File: src/rtl/adapter_port_decode.sv
module adapter_port_decode #(
  parameter logic [15:0] SLEEP_PORT = 16'h0102,
  parameter logic [15:0] MB_PORT    = 16'h03C3,
  parameter logic [11:0] GLB_LOW    = 12'h6E8,
  parameter logic [1:0]  GLB_TOP    = 2'b01,
  parameter int          PAGE_W     = 3
) (
  input  logic              clk,
  input  logic              rst_n,
  input  logic [15:0]       io_addr,
  input  logic              io_rd,
  input  logic              io_wr,
  input  logic [7:0]        io_wdata,
  input  logic              rd_en_ext,
  output logic [7:0]        io_rdata,
  output logic              io_respond,
  output logic              adapter_en,
  output logic              setup_mode,
  output logic [PAGE_W-1:0] rom_page,
  output logic              video_en,
  output logic              mb_en
);

  localparam int EN_BIT = PAGE_W;
  localparam int SU_BIT = PAGE_W + 1;
  localparam int REG_W  = PAGE_W + 2;

  logic [PAGE_W-1:0] page_q;
  logic              en_q, setup_q, video_q, mb_q;

  wire active  = io_rd | io_wr;
  wire hit_glb = (io_addr[15:14] == GLB_TOP) && (io_addr[11:0] == GLB_LOW);
  wire hit_slp = (io_addr == SLEEP_PORT);
  wire hit_mb  = (io_addr == MB_PORT);
  wire owned   = hit_glb | hit_slp | hit_mb;

  wire glb_rd  = io_rd & hit_glb & rd_en_ext;
  wire glb_wr  = io_wr & hit_glb;
  wire slp_rd  = io_rd & hit_slp & setup_q;
  wire slp_wr  = io_wr & hit_slp & setup_q;
  wire mb_wr   = io_wr & hit_mb & ~setup_q;
  wire claimed = glb_rd | glb_wr | slp_rd | slp_wr | mb_wr;

  assign io_respond = claimed | (active & ~owned & ~setup_q);

  always_comb begin
    io_rdata = '0;
    if (glb_rd)      io_rdata = 8'({setup_q, en_q, page_q});
    else if (slp_rd) io_rdata = {7'b0, video_q};
  end

  always_ff @(posedge clk) begin
    if (!rst_n) begin
      page_q  <= '0;
      en_q    <= 1'b1;
      setup_q <= 1'b0;
      video_q <= 1'b1;
      mb_q    <= 1'b1;
    end else begin
      if (glb_wr) begin
        page_q  <= io_wdata[PAGE_W-1:0];
        en_q    <= io_wdata[EN_BIT];
        setup_q <= io_wdata[SU_BIT];
      end
      if (slp_wr) video_q <= io_wdata[0];
      if (mb_wr)  mb_q    <= io_wdata[0];
    end
  end

  assign adapter_en = en_q;
  assign setup_mode = setup_q;
  assign rom_page   = page_q;
  assign video_en   = video_q;
  assign mb_en      = mb_q;

  p_glb_write_r2: assert property (@(posedge clk) disable iff (!rst_n)
    (io_wr && hit_glb) |=> (rom_page == $past(io_wdata[PAGE_W-1:0]) &&
                            adapter_en == $past(io_wdata[EN_BIT]) &&
                            setup_mode == $past(io_wdata[SU_BIT])));

  p_sleep_hold_r5: assert property (@(posedge clk) disable iff (!rst_n)
    !setup_mode |=> $stable(video_en));

  p_mb_hold_r6: assert property (@(posedge clk) disable iff (!rst_n)
    setup_mode |=> $stable(mb_en));

  p_quiet_r7: assert property (@(posedge clk) disable iff (!rst_n)
    (setup_mode && !owned) |-> !io_respond);

  p_rdata_zero_r8: assert property (@(posedge clk) disable iff (!rst_n)
    !io_respond |-> (io_rdata == 8'h00));

  p_reg_width_r3: assert property (@(posedge clk) disable iff (!rst_n)
    io_rdata[7:REG_W] == '0);

endmodule

File: config.mk
export PLATFORM = sky130hd
export DESIGN_NAME = adapter_port_decode
export DESIGN_NICKNAME = d
export VERILOG_FILES = /design/src/rtl/adapter_port_decode.sv
export SDC_FILE = /design/constraint.sdc
export NUM_CORES = 1
export LEC_CHECK = 0
export BUFFER_PORTS_ARGS = -buffer_cell sky130_fd_sc_hd__buf_4
export CAP_MARGIN = 20
export CORE_MARGIN = 2
export CORE_UTILIZATION = 30
export DETAILED_ROUTE_END_ITERATION = 12
export HOLD_SLACK_MARGIN = 0.06
export PLACE_DENSITY = 0.76
export SLEW_MARGIN = 10
export SYNTH_ARGS = -nofsm -noshare
export SYNTH_HDL_FRONTEND = slang
export SYNTH_SLANG_ARGS = --single-unit
export TNS_END_PERCENT = 20
File: constraint.sdc
create_clock -name clk -period 3.4 [get_ports clk]
set_input_delay 0.51 -clock clk [delete_from_list [all_inputs] [get_ports clk]]
set_output_delay 0.51 -clock clk [all_outputs]
set_load 0.01 [all_outputs]
# Yosys cells after proc, flatten, opt, wreduce, memory -nomap -nowiden
# Cells that the tools add are included.
# classes
eq_ne,4
n_mux,2
bitwise,21
n_reduce_logical,1
# op_table
op,count
16-bit by 10-bit == test with 1-bit output (second input constant),1
16-bit by 9-bit == test with 1-bit output (second input constant),1
12-bit by 11-bit == test with 1-bit output (second input constant),1
1-bit bitwise AND,11
1-bit bitwise OR,8
5-bit 2-to-1 mux,1
2-bit by 1-bit == test with 1-bit output (second input constant),1
1-bit inverter,2
1-bit logical AND,1
1-bit 2-to-1 mux,1
# totals
register_bits,7
input_bits,29
output_inout_bits,16
wordCells,33

# Logic depth before layout (Yosys ltp)
# depth
depth_word,9
ltp_mapped,6
depth_no_buf,4

# Worst setup path before layout
# No wires, ideal clock.
# synth_path
kind,input -> output
start,in io_addr[7]
end,out io_respond
arrival_ps,1750
t_required_ps,2890
path_slack_ps,1140
stages,4
n_path_buf,0
path_cell_list,nor4_1 a21o_2 a2111oi_2 or4_1
# synth_via
elab_chain_len,9
word_cells_on_any_way,23
cone_classes,3 x eq/ne; 19 x bitwise; 1 x reduce/logical
# synth_lines
item,line,rtl
start: declaration,10,"input logic [15:0] io_addr,"
12-bit by 11-bit == test with 1-bit output,32,wire hit_glb = (io_addr[15:14] == GLB_TOP) && (io_addr[11:0] == GLB_LOW);
1-bit logical AND,32,
1-bit bitwise AND (2 in series),37,wire glb_rd = io_rd & hit_glb & rd_en_ext;
1-bit bitwise OR (4 in series),42,wire claimed = glb_rd | glb_wr | slp_rd | slp_wr | mb_wr;
1-bit bitwise OR *,44,assign io_respond = claimed | (active & ~owned & ~setup_q);
end: declaration,16,"output logic io_respond,"
# Every way passes the cells marked *; elsewhere a longest branch is shown, timed or not.

# Worst setup path in the final report
# Same ends and word-level chain as after synthesis.

==> out/results.ini <==
[placement]
gp_congestion=0.792
placed_cell_area_sq_um=818
hpwl_um=1270
numPortBuffers=38

[route]
viasPerCell=5.13
drc_errors=0
avgRoutedWirePerCell_um=11.9
vias=667
ant_nets=0
wirelength_um=1550
drt_iter0_drc=20
drt_first_pass_iters=4

[synth]
synth.largest_area_cell=dfxtp_1
yosys.cell_types.count=29
netlist.area_leader.share_pct=26.0
async_reset_ff_share_pct=0
synth_edf_count=0
ys.flop_type=dfxtp_1
netlist_area_sq_um=539
synthMostInstantiatedCell=nand3_1
syn_inst=67
yosysWarnings=0
synth_commonest_cells=nand3_1, dfxtp_1, o21ai_0, nand4_1
synth-seq-cells=7
synthTopCellsByArea=dfxtp_1, nand3_1, o21ai_0
seq_area_frac_synth_pct=26.0
syn_area_per_cell_sq_um=8.05

[floorplanning]
die_h_um=46.4
num_rows=15
fp.coreArea_sq_um=1710
dieArea_sq_um=2150
die_x_um=46.4
start_util_pct=31.6
num_io_pins=45

[finish]
stdcell_area_sq_um=845
seq_area_sq_um=140
fillCellCount=177
drive_gt1_share_pct=45.7
nets=135
area_growth_pct=56.6
multi_input_area_sq_um=354
antenna_cells=0

[pwr]
internal_power_mw=0.151
p_switching_mw=0.0492
pwr_density_cell_nw_per_um2=237
share_seq_of_total_power_pct=41.0
ir_drop_mv=0.131
p_leak_nw=0.370
power_frac_comb_pct=20.4
p_clk_share_pct=38.6
power.total_mw=0.200
swShare_pct=24.6

[sta]
setup_tns_ps=0
tightest_slew_ps=727
hold_viol=0
setup_viol=0
rsz0062_at_grt=false
fmax_mhz=376
slew_viol_final=0
finalCriticalPeriod_ps=2660
fin_crit_sh_pct=78.2
fin_skew_ps=0.0395
slew_headroom_pct=51.1

[clock_tree]
cts_hold_buf=0
clk_latency_ps=250
clock-sinks=7
cts_setup_buffers=0
root_buffer=clkbuf_4
clk_pin_slew_ps=50
htree_levels=1
cts_tree=built
clk_path_buf_depth=2
cts-resized-gates=0
cts_buffers=3

[grt]
antenna_found_initial=0
grt_max_degree=10
grtUsageTotal_pct=16.2
grt_pass1_vias=553
grt_overflow=0
grt_first_pass_wirelength_um=2400

[min_path]
hold_class=in2reg

[worst_setup_path]
cp-start-kind=input pin
crit_arrival_ps=2150
crit_required_ps=2890
setup.worst_path.class=in2out
path_max_fanout=5
worst_setup_path_end_kind=primary output

[run_status]
status=completed

[job]
drv_cap=0

[cell type report]
| cell class | count | share of cell area (%) |
|---|---|---|
| Tap cell | 25 | 3.70 |
| Clock buffer | 4 | 3.11 |
| Timing Repair Buffer | 38 | 33.8 |
| Sequential cell | 7 | 16.6 |
| Inverter | 2 | 0.889 |
| Multi-Input combinational cell | 54 | 41.9 |
[sequential cells by signal, indices dropped and copies added (netlist names)]
| signal | cells |
|---|---|
| video_en | 1 |
| adapter_en | 1 |
| setup_mode | 1 |
| mb_en | 1 |
| rom_page | 3 |
[worst paths after layout]
kind | cells past startpoint | end | start | slack, ps
max | 6 | io_respond | io_addr[7] | 740
min | 2 | video_en$_SDFFE_PN1P_ | rst_n | 460
max reg2reg | 4 | mb_en$_SDFFE_PN1P_ | setup_mode$_SDFFE_PN0P_ | 2330
min reg2reg | 2 | rom_page[2]$_SDFFE_PN0P_ | rom_page[2]$_SDFFE_PN0P_ | 500
[logic make-up after synthesis]
family | after synthesis | share of synthesized area [%]
flops | 7 | 26.0
simple gates | 35 | 43.9
other cells | 1 | 0.695
compound gates | 16 | 19.7
buf+inv | 8 | 9.74
[per-layer routing]
| metal | vias to the layer above | part of all wire [%] | GRT usage (%) |
|---|---|---|---|
| li1 | 327 | - | - |
| met1 | 306 | 42 | 19.2 |
| met2 | 32 | 48 | 25.0 |
| met3 | 2 | 9.7 | 9.02 |
| met4 | 0 | 0.84 | 4.57 |
| met5 | - | 0 | 0 |
[metrics by stage]
step                setup slack (ps)  hold WS (ps)  std cells  util, %
floorplan                       1140           502         69        -
global placement                 791           474        126     47.9
detailed placement               755           484        126     47.9
CTS                              751           458        130     49.5
global route                     596           463        130     49.5
finish                           741           464        130     49.5
[cells in the final DEF (no fill, tap or decap), drive strengths merged]
cell	synthesis	routed
nand3	8	8
nor4	2	2
nor4b	2	2
and4bb	1	1
a2111oi	1	1
dfxtp	7	7
and2	4	4
conb	1	3
and3	2	2
nor2	2	2
o21ai	7	7
inv	2	2
buf	5	38
nor2b	1	1
nand2	3	3
o2bb2ai	1	1
a21o	1	1
or4	1	1
a21oi	4	4
and4	3	3
a22o	2	2
and3b	1	1
clkbuf	1	4
nand4	5	5
[worst max-delay path: stages]
cell	delay (ps)
buf_4	110
nor4_1	650
a21o_2	180
a2111oi_2	60
or4_1	480
buf_4	160
[power by group through the flow]
stage | logic [mW] | registers (mW) | clock network [mW]
2_1_floorplan | 0.0161 | 0.0838 | 0
3_3_place_gp | 0.0400 | 0.0838 | 0
3_5_place_dp | 0.0406 | 0.0838 | 0
4_1_cts | 0.0408 | 0.0821 | 0.0791
5_1_grt | 0.0448 | 0.0820 | 0.0841
6_report | 0.0407 | 0.0821 | 0.0774
No activity file was read; power rests on OpenSTA's default activity.
